[src/rtl/vic_arbiter.sv]
module vic_arbiter #(
  parameter int NVEC   = 10,
  parameter int SPV    = 3,
  parameter int NUM_XL = 2,
  parameter int ADDR_W = 20,
  parameter int BASE   = 3,
  parameter int STEP   = 8
) (
  input  logic                  clk,
  input  logic                  rst_n,
  input  logic [NVEC*SPV-1:0]   req,
  input  logic [NVEC*SPV-1:0]   src_en,
  input  logic [NVEC-1:0]       lvl_sel,
  input  logic                  gen_en,
  input  logic                  ack,
  input  logic                  ret,
  output logic                  irq,
  output logic [ADDR_W-1:0]     vec_addr,
  output logic [1:0]            cur_lvl
);
  localparam int IDX_W = $clog2(NVEC);

  logic [NVEC-1:0]  vreq;
  logic [1:0]       vlvl [NVEC];
  logic [2:0]       isr, isr_nxt, top_bit, grant_bit;
  logic [1:0]       win_lvl;
  logic [IDX_W-1:0] win_idx;
  logic             found;

  for (genvar v = 0; v < NVEC; v++) begin : g_vec
    assign vreq[v] = |(req[v*SPV +: SPV] & src_en[v*SPV +: SPV]);
    if (v < NUM_XL) begin : g_xl
      assign vlvl[v] = lvl_sel[v] ? 2'd3 : 2'd1;
    end else begin : g_hl
      assign vlvl[v] = lvl_sel[v] ? 2'd2 : 2'd1;
    end
  end

  assign cur_lvl = isr[2] ? 2'd3 : isr[1] ? 2'd2 : isr[0] ? 2'd1 : 2'd0;

  always_comb begin
    found   = 1'b0;
    win_lvl = 2'd0;
    win_idx = '0;
    for (int v = NVEC-1; v >= 0; v--) begin
      if (vreq[v] && vlvl[v] > cur_lvl && vlvl[v] >= win_lvl) begin
        found   = 1'b1;
        win_lvl = vlvl[v];
        win_idx = IDX_W'(v);
      end
    end
  end

  assign irq      = gen_en & found;
  assign vec_addr = ADDR_W'(BASE) + ADDR_W'(win_idx) * ADDR_W'(STEP);

  assign top_bit   = isr[2] ? 3'b100 : isr[1] ? 3'b010 : isr[0] ? 3'b001 : 3'b000;
  assign grant_bit = (ack && irq) ? (3'b001 << (win_lvl - 2'd1)) : 3'b000;
  assign isr_nxt   = ((ret ? (isr & ~top_bit) : isr)) | grant_bit;

  always_ff @(posedge clk) begin
    if (!rst_n) isr <= '0;
    else        isr <= isr_nxt;
  end

  p_reset_none_r1: assert property (@(posedge clk) !rst_n |=> cur_lvl == 2'd0);
  p_addr_align_r2: assert property (@(posedge clk) disable iff (!rst_n)
    irq |-> vec_addr[2:0] == 3'(BASE));
  p_above_cur_r6: assert property (@(posedge clk) disable iff (!rst_n)
    irq |-> win_lvl > cur_lvl);
  p_no_req_off_r8: assert property (@(posedge clk) disable iff (!rst_n)
    !gen_en |-> !irq);
  p_push_r9: assert property (@(posedge clk) disable iff (!rst_n)
    (ack && irq && !ret) |=> cur_lvl == $past(win_lvl));
  p_pop_r10: assert property (@(posedge clk) disable iff (!rst_n)
    (ret && !ack && cur_lvl != 2'd0) |=> cur_lvl < $past(cur_lvl));
  p_idle_ack_r11: assert property (@(posedge clk) disable iff (!rst_n)
    (ack && !irq && !ret) |=> $stable(cur_lvl));
endmodule

[config.mk]
export PLATFORM = sky130hd
export DESIGN_NAME = vic_arbiter
export DESIGN_NICKNAME = d
export VERILOG_FILES = /design/src/rtl/vic_arbiter.sv
export SDC_FILE = /design/constraint.sdc
export NUM_CORES = 1
export LEC_CHECK = 0
export BUFFER_PORTS_ARGS = -buffer_cell sky130_fd_sc_hd__buf_2
export CORE_MARGIN = 8
export CORE_UTILIZATION = 49
export CTS_BUF_LIST = sky130_fd_sc_hd__clkbuf_4 sky130_fd_sc_hd__clkbuf_8
export DETAILED_ROUTE_END_ITERATION = 10
export GPL_ROUTABILITY_DRIVEN = 0
export PLACE_DENSITY = 0.92
export SYNTH_ARGS = -nofsm -noshare
export SYNTH_HDL_FRONTEND = slang
export SYNTH_SLANG_ARGS = --single-unit
[constraint.sdc]
create_clock -name clk -period 21.6 [get_ports clk]
set_input_delay 4.32 -clock clk [delete_from_list [all_inputs] [get_ports clk]]
set_output_delay 4.32 -clock clk [all_outputs]
set_load 0.01 [all_outputs]
==> Yosys cells after proc, flatten, opt, wreduce, memory -nomap -nowiden <==
Index checks and enable logic that the tools add are counted.
{ "totals": {"regBits": 3, "latch_bits": 0, "mem_bits_rw": 0, "romBits": 0, "input_bits": 75, "output_inout_bits": 23, "elab_cells": 117, "memories": 0} }
{ "op_classes": {"n_addsub": 2, "mul": 0, "n_div": 0, "n_lt_le_gt_ge": 20, "n_eq_ne": 0, "shift": 1, "muxes": 48, "bitwise": 14, "n_reduce_logical": 31} }
{ "op_table": {"columns": ["operator", "count"], "rows": [
  ["$mux 2", 23],
  ["$mux 4", 10],
  ["$and 3x3->3", 11],
  ["$reduce_or 3->1", 10],
  ["$logic_and 1x1->1", 21],
  ["$gt 2x2->1", 10],
  ["$ge 2x2->1", 9],
  ["$mux 1", 12],
  ["$mux 3", 3],
  ["$add 2x7->8 const A", 1],
  ["$not 3->3", 1],
  ["$or 3x3->3", 1],
  ["$shl 1x2->3 const A", 1],
  ["$ge 2x1->1 const B", 1],
  ["$sub 2x1->2 const B", 1],
  ["$and 1x1->1", 1]
]} }

==> Logic depth before layout (Yosys ltp) <==
Gate-level depths: netlist of the first run.
{ "logic_depth": {"ltp_word": 38, "ltp_mapped": 49, "mapped_depth_nobuf": 49} }

==> Worst setup path before layout of the first run <==
OpenSTA, ideal clock, no wires.
{ "synth_timing": {"kind": "input -> output", "from": "in lvl_sel[9]", "to": "out irq", "arrival_time_ns": 12.820, "slack_ns": 4.460, "stages": 45, "path_buffers": 0, "cell_sequence": "ha_1 > nand2b_1 > a221o_1 > nor2_1 > ha_1 > nand2b_1 > a21oi_1 > nor3_1 > mux2_2 > ha_1 > nand2b_1 > and3_1 > o311a_1 > and2_1 > ha_1 > nand2b_1 > nor2b_1 > a31oi_2 > [... 9 more ...] > nor2_1 > nor2_1 > nor2_1 > ha_1 > nand2b_1 > a22oi_1 > o22ai_1 > a32oi_1 > inv_1 > ha_1 > nand2b_1 > a21oi_1 > or3_1 > and3_1 > a211oi_2 > o22a_1 > nand4_2 > o21a_1"} }
{ "synth_via": {"elab_chain_len": 33} }
{ "synth_lines": {"columns": ["item", "line", "text"], "rows": [
  ["start: declaration", "13", "input logic [NVEC-1:0] lvl_sel,"],
  ["$mux 2 (*)", "35", "assign vlvl[v] = lvl_sel[v] ? 2'd2 : 2'd1;"],
  ["$gt 2x2->1", "46", "if (vreq[v] && vlvl[v] > cur_lvl && vlvl[v] >= win_lvl) begin"],
  ["$logic_and 1x1->1 (2 in series)", "46", null],
  ["$mux 2", "46", null],
  ["$ge 2x2->1", "46", null],
  ["$logic_and 1x1->1", "46", null],
  ["$mux 2", "46", null],
  ["$ge 2x2->1", "46", null],
  ["[... 16 more ...]", null, null],
  ["$mux 2", "46", null],
  ["$ge 2x2->1", "46", null],
  ["$logic_and 1x1->1", "46", null],
  ["$mux 2", "46", null],
  ["$ge 2x2->1", "46", null],
  ["$logic_and 1x1->1", "46", null],
  ["$mux 1 (*)", "46", null],
  ["$and 1x1->1 (*)", "54", "assign irq = gen_en & found;"],
  ["end: declaration", "17", "output logic irq,"]
]} }
Mark *: on every way between the ends. The rest lies on a longest branch, timed or not.

==> Final worst setup path of the first run <==
Ends and elaborated chain as after synthesis.

==> flow_summary_export.csv, run 1 <==
group,metric,value,unit
outcome,status,"completed",
clocking,cts_tree,"yes",
worst_hold_path,hold_path.class,"reg -> reg",
cells_and_area,final_common_cell,"buf_2",
worst_setup_path,critPathLaunchType,"input port",
synth,synth_cell_types,62,
floorplanning,rows,21,
cells_and_area,diodes,0,
timing,tns,0,ns
drt,vias,1921,
clocking,cts_root_buf,"clkbuf_4",
drt,viasPerCell,5.717,
synth,synth_top_family_by_area,"compound AO/OA/AOI/OAI gates",
timing,setup_viol,0,
worst_setup_path,critPathMaxFanout,5,
cells_and_area,layout_common_cells,"81 x buf_2, 27 x ha_1, 16 x inv_1, 16 x conb_1",
timing,hold_viol_final,0,
power,p_per_area,96.86,nW/um^2
synth,ys_ff_latch,3,
placed_design,dpl.cell_count,332,
timing,min_period,18.41,ns
drt,first_pass_iters,5,
synth,syn_area,1655,sq um
floorplanning,die_x,74.12,um
cells_and_area,final_cells,336,
grt,grt_pass1_vias,1914,
floorplanning,die_h,74.12,um
clocking,path_clk_slew,0.04,ns
worst_setup_path,critPathMaxStageDelay,0.45,ns
grt,grtUsageTotal,16.65,%
placed_design,dpl.hpwl,4117,um
floorplanning,io_pins,98,
worst_setup_path,worst-endpoint-arrival,14.09,ns
synth,synthCells,208,
timing,final_max_slew_viol_count,0,
clocking,cts_resized,0,
cells_and_area,top_register,"isr",
synth,synth_xor_area_share,0,%
synth,ys_warn_count,0,
drt,drc,0,
run,maxCapViolations,0,
synth,synthAdderAreaFrac,20.41,%
worst_setup_path,critical_path.endpoint_type,"output port",
timing,post-route-period-util,85.22,%
synth,synth_compound_area_share,38.40,%
synth,ys.flop_type,"dfxtp_1",
cells_and_area,largest_register_ffs,3,
clocking,insertion_delay,0.24,ns
floorplanning,core,3284,sq um
grt,grt_max_degree,13,
clocking,cts_inserted_buffers,3,
timing,grt_setup_unrepaired,"false",
synth,yosys.area_share.simple,22.45,%
clocking,cts_max_level,1,
drt,post_drt_wl_per_cell,14.11,um
worst_setup_path,worstPathRequired,17.28,ns
cells_and_area,final_nets,393,
grt,grt_pass1_wl,7748,um
clocking,postCtsSetupBuffers,0,
synth,synth_mux_area_share,1.890,%
synth,ys_async_sr_fraction,0,%
power,peakVddDrop,0.04591,mV
floorplanning,die_area,5494,sq um
cells_and_area,top_regs,"isr (3)",
timing,fmax,0.05433,GHz
synth,post_synth.cell_area_avg,7.958,sq um
timing,finClkSkew,0.003356,ns
clocking,numClockSinks,3,
worst_setup_path,crit_type,"in -> out",
grt,grt_overflow,0,
cells_and_area,areaGrowthSynthToFinish,24.94,%
timing,slew_headroom,61.67,%
drt,routed_wl,4742,um
grt,antenna_found_initial,0,
cells_and_area,drive_above_1_share,36.90,%
synth,ys_seq_area_share,3.628,%
drt,antenna_left,0,
clocking,cts.path.max_buffers,2,
drt,drt_iter0_drc,152,
synth,synth_edf_count,0,
power,total_leakage_power,0.001071,uW
floorplanning,initial_utilization,50.40,%
placed_design,port_buffers,81,
clocking,hold_buffers,0,
timing,worstMarginPinSlew,0.5750,ns
worst_setup_path,crit_path_frequent_cell,"ha_1",
worst_setup_path,crit_path_top_delay_cell,"or3_1",
==> metal layers <==
| layer | track usage (%) | share of wire (%) | vias up |
|---|---|---|---|
| met2 | 29.98 | 50 | 87 |
| met4 | 3.104 | 0.30 | 0 |
| li1 | - | - | 953 |
| met1 | 20.71 | 43 | 878 |
| met3 | 1.617 | 6.2 | 3 |
| met5 | 0 | 0 | - |
==> cell families (layout without fill, tap and decap cells) <==
| group | count (synthesis) | count (layout) |
|---|---|---|
| buffers and inverters | 36 | 104 |
| AO/OA/AOI/OAI | 70 | 70 |
| other | 2 | 16 |
| adder cells (fa/ha/maj) | 27 | 27 |
| AND/OR/NAND/NOR | 67 | 67 |
| multiplexers | 3 | 3 |
| flip-flops | 3 | 3 |
==> final timing paths <==
path	startpoint	end	slack, ns	depth (start not counted)
setup / recovery	lvl_sel[9]	irq	3.19	47
hold / removal	isr[0]	isr[0]	0.58	2
setup reg to reg	isr[1]	isr[0]	11.10	48
hold reg to reg	isr[0]	isr[0]	0.58	2
==> synthesized netlist by cell type, drive strengths merged (2+ instances only) <==
cell type,n,area [sq um]
nand3,3,15.01
ha,27,337.8
a222oi,10,100.1
o211a,2,20.02
mux2i,2,20.02
a22oi,2,15.01
o21a,3,22.52
and3,3,18.77
nand2b,13,81.33
nor3,7,46.30
o211ai,2,20.02
a211oi,5,57.56
a31oi,5,52.55
inv,16,60.06
nand2,13,48.80
buf,19,147.6
o22ai,5,31.28
a32oi,3,33.79
nor2b,7,46.30
conb,2,7.510
a21oi,8,55.06
nand4,3,25.02
nor2,13,48.80
dfxtp,3,60.06
a221oi,6,71.32
o21ai,5,28.77
==> cell type report <==
cell class / instances / area [sq um]
tap: 46 / 57.56
fill: 295 / 1216
clock buffer: 4 / 30.03
timing repair buffer: 83 / 420.4
sequential: 3 / 60.06
multi-input combinational: 183 / 1436
inverter: 17 / 63.81
==> report_power, final <==
group	switching (uW)	leakage, uW	internal [uW]
Combinational	105	0.00103	77.1
Clock	3.08	0.0000184	8.18
Sequential	0.727	0.0000244	6.70
Total	108	0.00107	92.0
==> worst max-delay path: cells and delay by family <==
kind	cells	cell delay, ns
AO/OA/AOI/OAI	16	3.57
buffers and inverters	3	0.34
multiplexers	1	0.39
AND/OR/NAND/NOR	19	3.35
adder cells (fa/ha/maj)	8	2.11
==> through the flow <==
| step | power, uW | utilization [%] | cell area, sq um | setup WS [ns] | hold slack (ns) |
|---|---|---|---|---|---|
| finish | 200.3 | 62.97 | 2068 | 3.193 | 0.5800 |
| detailed placement | 186.6 | 62.06 | 2038 | 3.284 | 0.5727 |
| CTS | 198.6 | 62.97 | 2068 | 3.256 | 0.5811 |
| floorplan | 147.9 | - | 1708 | 4.460 | 0.5238 |
| global route | 223.6 | 62.97 | 2068 | 2.339 | 0.6190 |
| global placement | 178.7 | 62.06 | 2038 | 3.611 | 0.5654 |
Note: power is estimated with default switching activity, not from simulation.
==> inputs of run 2 (changes only) <==
CORE_UTILIZATION = 46   (was 49)
MAX_ROUTING_LAYER = met4   (was not set)
PLACE_DENSITY = 0.84   (was 0.92)
clock period = 19.4 ns   (was 21.6 ns; I/O delays follow)
==> flow_summary_export.csv, run 2 (same netlist as run 1, synthesis figures left out) <==
group,metric,value,unit
cells_and_area,design_area,2068,sq um
worst_setup_path,crit_path_frequent_cell,"ha_1",
worst_hold_path,min_from,"isr[0]",
cells_and_area,final_nets,393,
floorplanning,rows,21,
power,p_seq_share,3.8,%
power,p_int,102.4,uW
worst_setup_path,path_buf_inv,3,
cells_and_area,n_fill_cell,317,
worst_setup_path,critPathMaxFanout,5,
cells_and_area,top_register,"isr",
drt,antenna_left,0,
clocking,postCtsSetupBuffers,0,
cells_and_area,layout_common_cells,"81 x buf_2, 27 x ha_1, 16 x inv_1, 16 x conb_1",
worst_setup_path,critPathTopFamily,"compound AO/OA/AOI/OAI gates",
timing,min_period,17.35,ns
worst_setup_path,r2r_slack,9.01,ns
timing,hold_viol_final,0,
floorplanning,die_x,75.99,um
worst_hold_path,hold_path.class,"reg -> reg",
placed_design,dpl.cell_count,332,
clocking,cts_tree,"yes",
power,peakVddDrop,0.04914,mV
clocking,cts_resized,0,
timing,worstMarginPinSlew,0.5638,ns
timing,fmax,0.05764,GHz
worst_setup_path,crit_type,"in -> out",
power,clockPowerShare,5.5,%
clocking,cts_inserted_buffers,3,
placed_design,post_dp_cell_area,2038,sq um
worst_setup_path,reg2reg_depth,48,
floorplanning,io_pins,98,
cells_and_area,largest_register_ffs,3,
power,pwr-share-comb,90.7,%
power,p_sw,116.8,uW
cells_and_area,final_cells,336,
worst_setup_path,worstPathRequired,15.52,ns
worst_setup_path,critPathMaxStageDelay,0.45,ns
cells_and_area,diodes,0,
power,p_per_area,106.0,nW/um^2
grt,antenna_found_initial,0,
worst_setup_path,crit_path_top_delay_cell,"or3_1",
floorplanning,die_h,75.99,um
grt,grt_pass1_vias,1882,
placed_design,dpl.hpwl,3945,um
worst_hold_path,min_to,"isr[0]",
floorplanning,die_area,5774,sq um
clocking,cts_max_level,1,
cells_and_area,final_common_cell,"buf_2",
cells_and_area,drive_above_1_share,36.90,%
timing,final_max_slew_viol_count,0,
worst_setup_path,timing.rr.end,"isr[2]",
clocking,insertion_delay,0.23,ns
worst_hold_path,min_path_cells,2,
clocking,hold_buffers,0,
outcome,status,"completed",
timing,post-route-period-util,89.43,%
worst_setup_path,critPathLaunchType,"input port",
grt,grt_overflow,0,
worst_setup_path,critical_path.endpoint_type,"output port",
drt,post_drt_wl_per_cell,13.49,um
drt,vias,1847,
grt,grtUsageTotal,15.71,%
timing,slew_headroom,62.41,%
worst_setup_path,worst-endpoint-arrival,13.47,ns
timing,finClkSkew,0.003900,ns
cells_and_area,areaGrowthSynthToFinish,24.94,%
cells_and_area,top_regs,"isr (3)",
power,total_leakage_power,0.001071,uW
clocking,numClockSinks,3,
cells_and_area,post-route-util,61.02,%
drt,viasPerCell,5.497,
drt,drc,0,
timing,fin_hold_ws,0.5792,ns
clocking,cts.path.max_buffers,2,
run,maxCapViolations,0,
clocking,cts_root_buf,"clkbuf_4",
grt,grt_max_degree,13,
placed_design,port_buffers,81,
floorplanning,initial_utilization,48.84,%
drt,first_pass_iters,4,
drt,routed_wl,4533,um
grt,grt_pass1_wl,7948,um
drt,drt_iter0_drc,105,
worst_setup_path,r2r-start,"isr[1]",
clocking,path_clk_slew,0.03,ns
power,p_sw_share,53.28,%
timing,grt_setup_unrepaired,"false",
timing,tns,0,ns
floorplanning,core,3390,sq um
timing,setup_viol,0,
[run 2: cell counts in the layout (fill, tap and decap cells not counted)]
Identical to the previous run, type by type.
[run 2: layout make-up]
cell class	count	area (sq um)	area share, %
inverter	17	63.81	3.085
clock buffer	4	30.03	1.452
sequential	3	60.06	2.904
multi-input combinational	183	1436	69.45
tap	46	57.56	2.783
timing repair buffer	83	420.4	20.33
[run 2: stage by stage]
step           setup WS, ns  total power (uW)
6_report              2.051             219.2
4_1_cts               2.117             219.8
3_5_place_dp          2.123             206.8
3_3_place_gp          2.224             200.5
5_1_grt               1.316             246.9
2_1_floorplan         3.140             164.7
[run 2: per-layer routing]
| layer | vias up | routed length (um) | global-route usage (%) | part of all wire, % |
|---|---|---|---|---|
| li1 | 957 | - | - | - |
| met1 | 822 | 2115 | 18.67 | 47 |
| met2 | 66 | 2126 | 26.56 | 47 |
| met3 | 2 | 281 | 3.538 | 6.2 |
| met4 | 0 | 10 | 2.549 | 0.22 |
| met5 | - | 0 | - | 0 |
[run 2: worst max path at each step]
| stage | startpoint | endpoint | slack, ns | depth (start not counted) |
|---|---|---|---|---|
| final | lvl_sel[9] | irq | 2.05 | 47 |
| after global routing | lvl_sel[9] | irq | 1.32 | 47 |
| after CTS | lvl_sel[9] | irq | 2.12 | 47 |
| after detailed placement | lvl_sel[9] | irq | 2.12 | 47 |
| after global placement | lvl_sel[9] | irq | 2.22 | 47 |
| after floorplan | lvl_sel[9] | irq | 3.14 | 45 |
[run 2: worst reg2reg max path: cells and delay by family (launching register included)]
family                   cells  cell delay (ns)
multiplexers                 1             0.31
AND/OR/NAND/NOR             19             3.27
AO/OA/AOI/OAI               17             3.81
adder cells (fa/ha/maj)      8             2.14
flip-flops                   1             0.34
buffers and inverters        3             0.41
[run 2: power by group through the flow]
stage,Sequential [uW],Clock [uW],Combinational [uW]
after floorplan,8.17,0,156
after global placement,8.32,0,192
after detailed placement,8.37,0,198
after CTS,8.28,12.7,199
after global routing,8.48,13.3,225
final,8.28,12.1,199
==> inputs of run 3 (changes only) <==
ABC_AREA = 1   (was not set)
CORE_MARGIN = 1   (was 8)
CORE_UTILIZATION = 49   (was 46)
PLACE_DENSITY = 0.89   (was 0.84)
clock period = 22 ns   (was 19.4 ns; I/O delays follow)
==> flow_summary_export.csv, run 3 <==
group,metric,value,unit
worst_hold_path,hold_path.class,"reg -> reg",
drt,vias,1913,
worst_setup_path,crit_type,"in -> out",
cells_and_area,diodes,0,
clocking,cts_inserted_buffers,3,
grt,grtUsageTotal,21.44,%
timing,min_period,16.64,ns
synth,synthCells,277,
clocking,cts_resized,0,
drt,antenna_left,0,
clocking,path_clk_slew,0.04,ns
synth,ys_warn_count,0,
floorplanning,core,3103,sq um
power,p_per_area,94.49,nW/um^2
placed_design,post_dp_cell_area,2027,sq um
synth,ys_async_sr_fraction,0,%
power,peakVddDrop,0.04457,mV
timing,fin_hold_ws,0.4980,ns
timing,grt_setup_unrepaired,"false",
grt,grt_overflow,0,
timing,tns,0,ns
synth,ys.flop_type,"dfxtp_1",
floorplanning,rows,20,
clocking,insertion_delay,0.23,ns
clocking,cts_root_buf,"clkbuf_4",
drt,first_pass_iters,4,
synth,yosys.area.top_type_share,20.87,%
synth,synth_edf_count,0,
outcome,status,"completed",
grt,antenna_found_initial,0,
drt,viasPerCell,4.712,
clocking,hold_buffers,0,
synth,yosys-top-cells-count,"76 x nand2_1, 44 x inv_1, 29 x nand3_1, 27 x ha_1, 16 x buf_4",
worst_setup_path,critical_path.endpoint_type,"output port",
drt,routed_wl,3437,um
cells_and_area,design_area,2057,sq um
synth,syn_area,1619,sq um
drt,post_drt_wl_per_cell,8.466,um
cells_and_area,drive_above_1_share,31.77,%
timing,finClkSkew,0.006536,ns
floorplanning,die_x,59.48,um
clocking,cts.path.max_buffers,2,
placed_design,place_ws,5.429,ns
timing,fmax,0.06009,GHz
cells_and_area,layout_common_cells,"81 x buf_2, 76 x nand2_1, 44 x inv_1, 29 x nand3_1, 27 x ha_1",
worst_setup_path,crit_path_top_delay_cell,"ha_1",
floorplanning,die_area,3538,sq um
synth,synth_area_leaders,"ha_1 21%, nand2_1 18%, inv_1 10%, nand3_1 9.0%, buf_4 7.4%",
synth,ys_ff_latch,3,
cells_and_area,final_nets,465,
timing,hold_viol_final,0,
drt,drt_iter0_drc,39,
synth,synth_cell_types,28,
clocking,cts_max_level,1,
synth,yosysMostFrequentCell,"nand2_1",
clocking,cts_tree,"yes",
timing,fin_ws,5.360,ns
grt,grt_max_degree,12,
cells_and_area,top_register,"isr",
synth,post_synth.cell_area_avg,5.845,sq um
drt,drc,0,
timing,final_max_slew_viol_count,0,
worst_setup_path,critPathMaxStageDelay,0.29,ns
synth,ys_seq_area_share,3.709,%
placed_design,dpl.cell_count,402,
placed_design,port_buffers,81,
synth,post-synth-top-area-cell,"ha_1",
cells_and_area,top_regs,"isr (3)",
worst_setup_path,crit_path_frequent_cell,"nand2_1",
worst_setup_path,critPathMaxFanout,6,
floorplanning,die_h,59.48,um
worst_setup_path,worstPathRequired,17.60,ns
floorplanning,initial_utilization,52.18,%
cells_and_area,largest_register_ffs,3,
power,total_leakage_power,0.001292,uW
grt,grt_pass1_wl,5927,um
timing,post-route-period-util,75.64,%
worst_setup_path,critPathLaunchType,"input port",
cells_and_area,final_common_cell,"buf_2",
clocking,numClockSinks,3,
timing,setup_viol,0,
clocking,postCtsSetupBuffers,0,
grt,grt_pass1_vias,1646,
cells_and_area,areaGrowthSynthToFinish,27.05,%
placed_design,dpl.hpwl,3012,um
cells_and_area,final_cells,406,
worst_setup_path,worst-endpoint-arrival,12.24,ns
run,maxCapViolations,0,
floorplanning,io_pins,98,
[run 3: cell types whose count changed in the layout (fill, tap and decap cells not counted), moves of 4 or more]
cell,delta
nand2_1,+63
inv_1,+28
nand3_1,+26
nand2b_1,-13
nand2_2,+11
a222oi_1,-10
o21ai_0,+7
nand3_2,+6
nor2b_1,-6
a21oi_1,+5
o22ai_1,-5
a211oi_2,-4
[run 3: metrics by stage]
step	util [%]	total power, uW
after global placement	65.32	176.6
final	66.29	194.4
after global routing	66.29	224.6
after floorplan	-	143.3
after CTS	66.29	195.4
after detailed placement	65.32	183.2
[run 3: kinds of logic (layout without fill, tap and decap cells)]
logic type      after synthesis  count (layout)  share of synthesized area, %
buf+inv                      62             133                         18.08
compound gates               31              31                         11.82
other cells                   2              16                        0.4639
fa+ha+maj                    27              27                         20.87
simple gates                152             152                         45.05
flops                         3               3                         3.710
[run 3: power by group]
| group | internal (uW) | leakage [uW] | switching (uW) |
|---|---|---|---|
| clock | 8.05 | 0.0000184 | 3.17 |
| sequential | 6.62 | 0.0000244 | 0.769 |
| combinational | 68.5 | 0.00125 | 107 |
[run 3: per-layer routing]
layer / GRT usage (%) / vias to the layer above / part of all wire, % / routed length, um
met5: - / - / 0 / 0
met4: 3.401 / 0 / 0 / 0
met3: 0.6550 / 0 / 4.9 / 167
met2: 41.41 / 61 / 49 / 1678
met1: 24.54 / 807 / 46 / 1591
li1: - / 1045 / - / -
[run 3: layout make-up]
cell class                      count  area [sq um]
Clock buffer                        4         30.03
Fill cell                         299          1046
Inverter                           46         172.7
Multi-Input combinational cell    226          1319
Sequential cell                     3         60.06
Tap cell                           44         55.05
Timing Repair Buffer               83         420.4
[run 3: critical path: cells and delay by family]
family / cells / cell delay [ns]
AND/OR/NAND/NOR: 37 / 3.92
AO/OA/AOI/OAI: 6 / 0.89
adder cells (fa/ha/maj): 8 / 2.09
buffers and inverters: 10 / 0.92
[run 3: final timing paths]
kind	slack, ns	to	start	depth (start not counted)
worst max-delay path	5.36	vec_addr[5]	lvl_sel[9]	61
worst min-delay path	0.50	isr[2]	isr[2]	2
worst max register to register	13.69	isr[2]	isr[0]	64
worst min register to register	0.50	isr[2]	isr[2]	2
